$ cat config.mk
export PLATFORM = sky130hd
export DESIGN_NAME = crit_gap_policer
export DESIGN_NICKNAME = d
export VERILOG_FILES = /design/src/rtl/crit_pol_pkg.sv /design/src/rtl/crit_pol_cfg_chk.sv /design/src/rtl/crit_pol_table.sv /design/src/rtl/crit_pol_judge.sv /design/src/rtl/crit_gap_policer.sv
export SDC_FILE = /design/constraint.sdc
export NUM_CORES = 2
export LEC_CHECK = 0
export BUFFER_PORTS_ARGS = -buffer_cell sky130_fd_sc_hd__buf_2
export CAP_MARGIN = 10
export CORE_MARGIN = 3
export CORE_UTILIZATION = 50
export CTS_BUF_LIST = sky130_fd_sc_hd__clkbuf_4 sky130_fd_sc_hd__clkbuf_8
export DETAILED_ROUTE_END_ITERATION = 16
export PLACE_DENSITY = 0.67
export SLEW_MARGIN = 15
export SYNTH_ARGS = -nofsm -noshare
export SYNTH_HDL_FRONTEND = slang
export SYNTH_SLANG_ARGS = --single-unit
$ cat constraint.sdc
create_clock -name clk_i -period 5.94 [get_ports clk_i]
set_input_delay 0.891 -clock clk_i [delete_from_list [all_inputs] [get_ports clk_i]]
set_output_delay 0.891 -clock clk_i [all_outputs]
set_load 0.05 [all_outputs]
$ cat src/rtl/crit_pol_pkg.sv
package crit_pol_pkg;
  localparam int unsigned LEN_W       = 12;
  localparam int unsigned SHARE_W     = 4;
  localparam int unsigned GAP_W       = 16;
  localparam int unsigned MAX_LEN     = 2043;
  localparam int unsigned BAG_UNIT_US = 100;
  localparam int unsigned JIT_UNIT_US = 10;

  typedef struct packed {
    logic               tt;
    logic [LEN_W-1:0]   maxlen;
    logic [SHARE_W-1:0] share;
    logic [GAP_W-1:0]   gap_us;
  } crit_entry_t;
endpackage

$ cat src/rtl/crit_pol_cfg_chk.sv
module crit_pol_cfg_chk
  import crit_pol_pkg::*;
#(
  parameter int unsigned BAG_W = 8,
  parameter int unsigned JIT_W = 12
) (
  input  logic               tt_i,
  input  logic [LEN_W-1:0]   maxlen_i,
  input  logic [SHARE_W-1:0] share_i,
  input  logic [BAG_W-1:0]   bag_i,
  input  logic [JIT_W-1:0]   jit_i,
  output logic               ok_o,
  output crit_entry_t        entry_o
);
  logic [31:0] bag_us, jit_us, gap_full;

  always_comb begin
    bag_us   = 32'(bag_i) * 32'(BAG_UNIT_US);
    jit_us   = 32'(jit_i) * 32'(JIT_UNIT_US);
    gap_full = bag_us - jit_us;
    ok_o     = (jit_us <= bag_us) && (32'(maxlen_i) <= 32'(MAX_LEN));
    entry_o.tt     = tt_i;
    entry_o.maxlen = maxlen_i;
    entry_o.share  = share_i;
    entry_o.gap_us = gap_full[GAP_W-1:0];
  end
endmodule

$ cat src/rtl/crit_pol_table.sv
module crit_pol_table
  import crit_pol_pkg::*;
#(
  parameter int unsigned N_STREAMS = 16,
  parameter int unsigned TS_W      = 32,
  localparam int unsigned IDX_W    = $clog2(N_STREAMS)
) (
  input  logic             clk_i,
  input  logic             rst_ni,
  input  logic             wr_en_i,
  input  logic [IDX_W-1:0] wr_idx_i,
  input  crit_entry_t      wr_entry_i,
  input  logic             upd_en_i,
  input  logic [IDX_W-1:0] upd_idx_i,
  input  logic [TS_W-1:0]  upd_ts_i,
  input  logic [IDX_W-1:0] rd_idx_i,
  output crit_entry_t      rd_entry_o,
  output logic             rd_cfgd_o,
  output logic             rd_seen_o,
  output logic [TS_W-1:0]  rd_last_o
);
  crit_entry_t           ent_q  [N_STREAMS];
  logic [N_STREAMS-1:0]  cfgd_q, seen_q;
  logic [TS_W-1:0]       last_q [N_STREAMS];

  for (genvar g = 0; g < N_STREAMS; g++) begin : g_ent
    logic wr_hit, upd_hit;
    assign wr_hit  = wr_en_i  && (wr_idx_i  == IDX_W'(g));
    assign upd_hit = upd_en_i && (upd_idx_i == IDX_W'(g));

    always_ff @(posedge clk_i or negedge rst_ni) begin
      if (!rst_ni) begin
        ent_q[g]  <= '0;
        cfgd_q[g] <= 1'b0;
        seen_q[g] <= 1'b0;
        last_q[g] <= '0;
      end else if (wr_hit) begin
        // write wins over a same-cycle update and clears history
        ent_q[g]  <= wr_entry_i;
        cfgd_q[g] <= 1'b1;
        seen_q[g] <= 1'b0;
      end else if (upd_hit) begin
        seen_q[g] <= 1'b1;
        last_q[g] <= upd_ts_i;
      end
    end
  end

  assign rd_entry_o = ent_q[rd_idx_i];
  assign rd_cfgd_o  = cfgd_q[rd_idx_i];
  assign rd_seen_o  = seen_q[rd_idx_i];
  assign rd_last_o  = last_q[rd_idx_i];
endmodule

$ cat src/rtl/crit_pol_judge.sv
module crit_pol_judge
  import crit_pol_pkg::*;
#(
  parameter int unsigned TS_W = 32
) (
  input  logic             crit_i,
  input  logic [LEN_W-1:0] len_i,
  input  crit_entry_t      entry_i,
  input  logic             cfgd_i,
  input  logic             seen_i,
  input  logic [TS_W-1:0]  last_i,
  input  logic [TS_W-1:0]  now_i,
  output logic             acc_o,
  output logic             upd_o
);
  logic [TS_W-1:0] elapsed;
  logic            gap_ok, len_ok;

  always_comb begin
    elapsed = now_i - last_i;  // modular, tolerates wrap
    gap_ok  = !seen_i || (elapsed >= TS_W'(entry_i.gap_us));
    len_ok  = len_i <= entry_i.maxlen;
    acc_o   = !crit_i || (cfgd_i && len_ok && gap_ok);
    upd_o   = crit_i && acc_o;
  end
endmodule

$ cat src/rtl/crit_gap_policer.sv
module crit_gap_policer
  import crit_pol_pkg::*;
#(
  parameter int unsigned N_STREAMS = 16,
  parameter int unsigned TS_W      = 32,
  parameter int unsigned BAG_W     = 8,
  parameter int unsigned JIT_W     = 12,
  localparam int unsigned IDX_W    = $clog2(N_STREAMS)
) (
  input  logic               clk_i,
  input  logic               rst_ni,
  input  logic               cfg_we_i,
  input  logic [IDX_W-1:0]   cfg_idx_i,
  input  logic               cfg_tt_i,
  input  logic [LEN_W-1:0]   cfg_maxlen_i,
  input  logic [SHARE_W-1:0] cfg_share_i,
  input  logic [BAG_W-1:0]   cfg_bag_i,
  input  logic [JIT_W-1:0]   cfg_jit_i,
  output logic               cfg_err_o,
  input  logic               frm_vld_i,
  input  logic [IDX_W-1:0]   frm_idx_i,
  input  logic [LEN_W-1:0]   frm_len_i,
  input  logic               frm_crit_i,
  input  logic [TS_W-1:0]    now_us_i,
  output logic               vrd_vld_o,
  output logic               vrd_acc_o,
  output logic [SHARE_W-1:0] vrd_share_o,
  output logic               vrd_tt_o
);
  logic            cfg_ok, acc, upd;
  crit_entry_t     cfg_entry, rd_entry;
  logic            rd_cfgd, rd_seen;
  logic [TS_W-1:0] rd_last;

  crit_pol_cfg_chk #(.BAG_W(BAG_W), .JIT_W(JIT_W)) u_cfg_chk (
    .tt_i(cfg_tt_i), .maxlen_i(cfg_maxlen_i), .share_i(cfg_share_i),
    .bag_i(cfg_bag_i), .jit_i(cfg_jit_i), .ok_o(cfg_ok), .entry_o(cfg_entry)
  );

  crit_pol_table #(.N_STREAMS(N_STREAMS), .TS_W(TS_W)) u_table (
    .clk_i, .rst_ni,
    .wr_en_i(cfg_we_i && cfg_ok), .wr_idx_i(cfg_idx_i), .wr_entry_i(cfg_entry),
    .upd_en_i(frm_vld_i && upd), .upd_idx_i(frm_idx_i), .upd_ts_i(now_us_i),
    .rd_idx_i(frm_idx_i), .rd_entry_o(rd_entry), .rd_cfgd_o(rd_cfgd),
    .rd_seen_o(rd_seen), .rd_last_o(rd_last)
  );

  crit_pol_judge #(.TS_W(TS_W)) u_judge (
    .crit_i(frm_crit_i), .len_i(frm_len_i), .entry_i(rd_entry),
    .cfgd_i(rd_cfgd), .seen_i(rd_seen), .last_i(rd_last), .now_i(now_us_i),
    .acc_o(acc), .upd_o(upd)
  );

  always_ff @(posedge clk_i or negedge rst_ni) begin
    if (!rst_ni) begin
      cfg_err_o   <= 1'b0;
      vrd_vld_o   <= 1'b0;
      vrd_acc_o   <= 1'b0;
      vrd_share_o <= '0;
      vrd_tt_o    <= 1'b0;
    end else begin
      cfg_err_o <= cfg_we_i && !cfg_ok;
      vrd_vld_o <= frm_vld_i;
      vrd_acc_o <= frm_vld_i && acc;
      if (frm_vld_i) begin
        vrd_share_o <= rd_entry.share;
        vrd_tt_o    <= rd_entry.tt;
      end
    end
  end
endmodule

==> flow_summary.json <==
{
  "grt_max_degree": 179,
  "n_fill_cell": 8079,
  "clkPwrFrac_pct": 33.9,
  "synth_top_family_by_area": "multiplexers",
  "ys_seq_elements": 1064,
  "vdd_drop_max_uv": 244.6,
  "die_h_um": 327.8,
  "area_growth_pct": 17.49,
  "synth.area.mux_share_pct": 28.41,
  "ys_async_sr_fraction_pct": 100.0,
  "hp-class": "primary input to asynchronous set/reset pin",
  "cts_tree": "done",
  "post_cts_buffers": 0,
  "syn_area_mm2": 0.05179,
  "fin_ws_ns": 0.3124,
  "die_area_mm2": 0.1075,
  "cts_buffer_depth": 3,
  "clkSinkCount": 1064,
  "drtAntennaViolNets": 0,
  "synthXorXnorAreaFrac_pct": 0.7780,
  "min_period_ns": 5.628,
  "wl_per_cell_um": 22.80,
  "maxCapViolCount": 0,
  "place_inst": 5535,
  "clkTransAtPathRegs_ns": 0.06,
  "p_switching_mw": 5.893,
  "pre_cts_ws_ns": -0.5432,
  "vias": 33823,
  "synth_ff_type": "dfrtp_1",
  "tightest_slew_ns": 1.043,
  "synth-simple-area-share_pct": 7.968,
  "antenna_found_initial": 9,
  "cp_slowest_cell": "nor4b_4",
  "p_per_area_mw_per_mm2": 333.2,
  "status": "finished clean",
  "ios": 102,
  "yosysWarnings": 0,
  "clock.fmax_mhz": 177.7,
  "core_mm2": 0.1023,
  "cpPeakStageDelay_ns": 0.50,
  "root_buffer": "clkbuf_8",
  "clock_latency_ns": 0.85,
  "drt-pass1-iter-count": 7,
  "clock_skew_ns": 0.05904,
  "critPathMaxFanout": 15,
  "p_leak_nw": 29.67,
  "synthAdderAreaFrac_pct": 3.204,
  "internal_power_mw": 14.38,
  "r2r-end": "u_table.last_q[192]",
  "critPathCaptureType": "flop",
  "pwr-share-comb_pct": 21.3,
  "synth_area_per_cell_um2": 12.83,
  "rr_worst_depth": 20,
  "r2r-start": "u_table.last_q[230]",
  "cts_max_level": 4,
  "dpl.hpwl_mm": 86.29,
  "fin_nets": 4565,
  "slew_headroom_pct": 29.96,
  "synth_compound_area_share_pct": 4.847,
  "viasPerCell": 5.778,
  "yosysSeqAreaShare_pct": 51.41,
  "cts_inserted_buffers": 173,
  "crit_path_frequent_cell": "ha_1",
  "grt_use_total_pct": 25.35,
  "die_width_um": 327.8,
  "gr-total-overflow": 0,
  "synthDistinctLibCells": 70,
  "critical_path.startpoint_type": "primary input",
  "fin_util_pct": 59.46,
  "whs_ns": 0.1022,
  "critPathArrivalTime_ns": 6.31,
  "rrSetupSlack_ns": 0.46,
  "port_buffers": 101,
  "maxSlewViolCount": 0,
  "pwr-share-seq_pct": 44.9,
  "final_cells": 5854,
  "postCtsHoldBufs": 0,
  "syn_nets": 4258,
  "required_ns": 6.62,
  "rsz0062_at_grt": "false",
  "hold_violations": 0,
  "place_congestion": 0.9020,
  "crit_type": "primary input to flop",
  "synthCells": 4035,
  "dr.first_iter.drc_count": 2690,
  "grt_pass1_wl_mm": 210.4,
  "p_sw_share_pct": 29.07,
  "rows": 117,
  "wirelength_mm": 133.5,
  "synth_edf_count": 0,
  "drive_gt1_share_pct": 37.95,
  "drc": 0,
  "finalSetupViolCount": 0,
  "grt_pass1_vias": 35439,
  "fin_tns_setup_ns": 0,
  "fin_crit_sh_pct": 94.74,
  "start_util_pct": 50.61
}
[how the worst max path moves through the flow]
stage / depth (start not counted) / endpoint / startpoint
floorplan: 28 / u_table.last_q[418] / frm_idx_i[0]
global placement: 26 / u_table.last_q[278] / cfg_bag_i[2]
detailed placement: 20 / u_table.last_q[203] / frm_idx_i[0]
CTS: 20 / u_table.last_q[192] / frm_idx_i[0]
global route: 22 / u_table.last_q[392] / frm_idx_i[0]
finish: 27 / u_table.last_q[10] / cfg_bag_i[2]
[power groups by stage]
| stage | Clock [mW] | Combinational [mW] | Sequential [mW] |
|---|---|---|---|
| after floorplan | 0 | 2.89 | 9.04 |
| after global placement | 0 | 4.21 | 9.14 |
| after detailed placement | 0 | 4.31 | 9.20 |
| after CTS | 7.01 | 4.32 | 9.08 |
| after global routing | 7.34 | 4.79 | 9.23 |
| final | 6.86 | 4.31 | 9.10 |
[cell type report]
cell class	count	area, um^2	share of cell area (%)
diodes	7	17.52	0.02879
clock buffers	272	3381	5.556
flip-flops and latches	1064	26630	43.76
repair buffers	445	3994	6.564
clock inverters	40	421.7	0.6930
well taps	1368	1712	2.813
inverters	107	401.6	0.6601
multi-input cells	2551	24290	39.92
[layout by cell type, fill, tap and decap left out, drive strengths merged, types with 8 or more instances in the layout]
cell | synthesis | final
nand4 | 22 | 22
ha | 123 | 123
clkinv | 0 | 24
mux4 | 328 | 328
nor2 | 55 | 55
xnor2 | 27 | 27
o211ai | 10 | 10
nor2b | 21 | 21
o21ai | 275 | 275
mux2 | 646 | 646
dfrtp | 1064 | 1064
a21o | 27 | 27
a21oi | 70 | 70
and2 | 20 | 20
buf | 93 | 445
xor2 | 19 | 19
o21a | 13 | 13
nand2b | 38 | 38
nor3 | 13 | 13
a2111oi | 8 | 8
nand3 | 21 | 21
inv | 107 | 116
clkbuf | 220 | 272
nand2 | 719 | 719
[Yosys cell counts (19+ instances only)]
master	instances	area [um^2]
dfrtp_1	1064	26630
inv_1	107	401.6
ha_1	123	1539
mux4_2	328	7387
clkbuf_1	219	822.0
o21ai_0	269	1346
buf_1	31	116.4
buf_2	45	225.2
mux2_1	233	2624
mux2_2	413	4651
a21oi_1	68	340.3
nor2_1	50	187.7
a21o_1	27	202.7
nand4_1	22	137.6
xor2_1	19	166.4
xnor2_1	27	236.5
nand2b_1	38	237.7
nor2b_1	21	131.4
and2_1	20	125.1
nand3_1	21	105.1
nand2_1	719	2699
[flip-flops by register name (all words and copies together) (netlist names)]
| name | count |
|---|---|
| vrd_share_o | 4 |
| u_table.seen_q | 16 |
| vrd_vld_o | 1 |
| u_table.last_q | 512 |
| vrd_tt_o | 1 |
| u_table.ent_q | 512 |
| u_table.cfgd_q | 16 |
| cfg_err_o | 1 |
| vrd_acc_o | 1 |
[worst max-delay path, delay by kind of cell]
family                   cells  cell delay, ns
AO/OA/AOI/OAI                8            1.52
XOR/XNOR                     1            0.14
adder cells (fa/ha/maj)      5            1.62
buffers and inverters        7            0.97
multiplexers                 1            0.35
AND/OR/NAND/NOR              5            0.80
[kinds of logic after synthesis]
family / after synthesis
flops: 1064
mux: 979
simple gates: 953
compound gates: 444
buf+inv: 420
fa+ha+maj: 129
xor+xnor: 46
[repair_timing]
action                                 in CTS  in global routing
resized for setup                           0                  4
setup endpoints to repair                   0                 93
endpoints found under the hold margin       0                  0
[metal layers]
metal | share of wire [%] | GRT usage [%]
met5 | 0.020 | 0
met4 | 1.9 | 6.383
met3 | 5.4 | 4.393
met2 | 49 | 41.81
met1 | 44 | 35.17
[stage by stage]
step                total power, mW  instance area [um^2]
floorplan                     11.93                 53110
global placement              13.35                 57000
global route                  21.37                 60830
CTS                           20.42                 60800
detailed placement            13.51                 57000
finish                        20.27                 60840
Power figures use the tool's default switching activity.
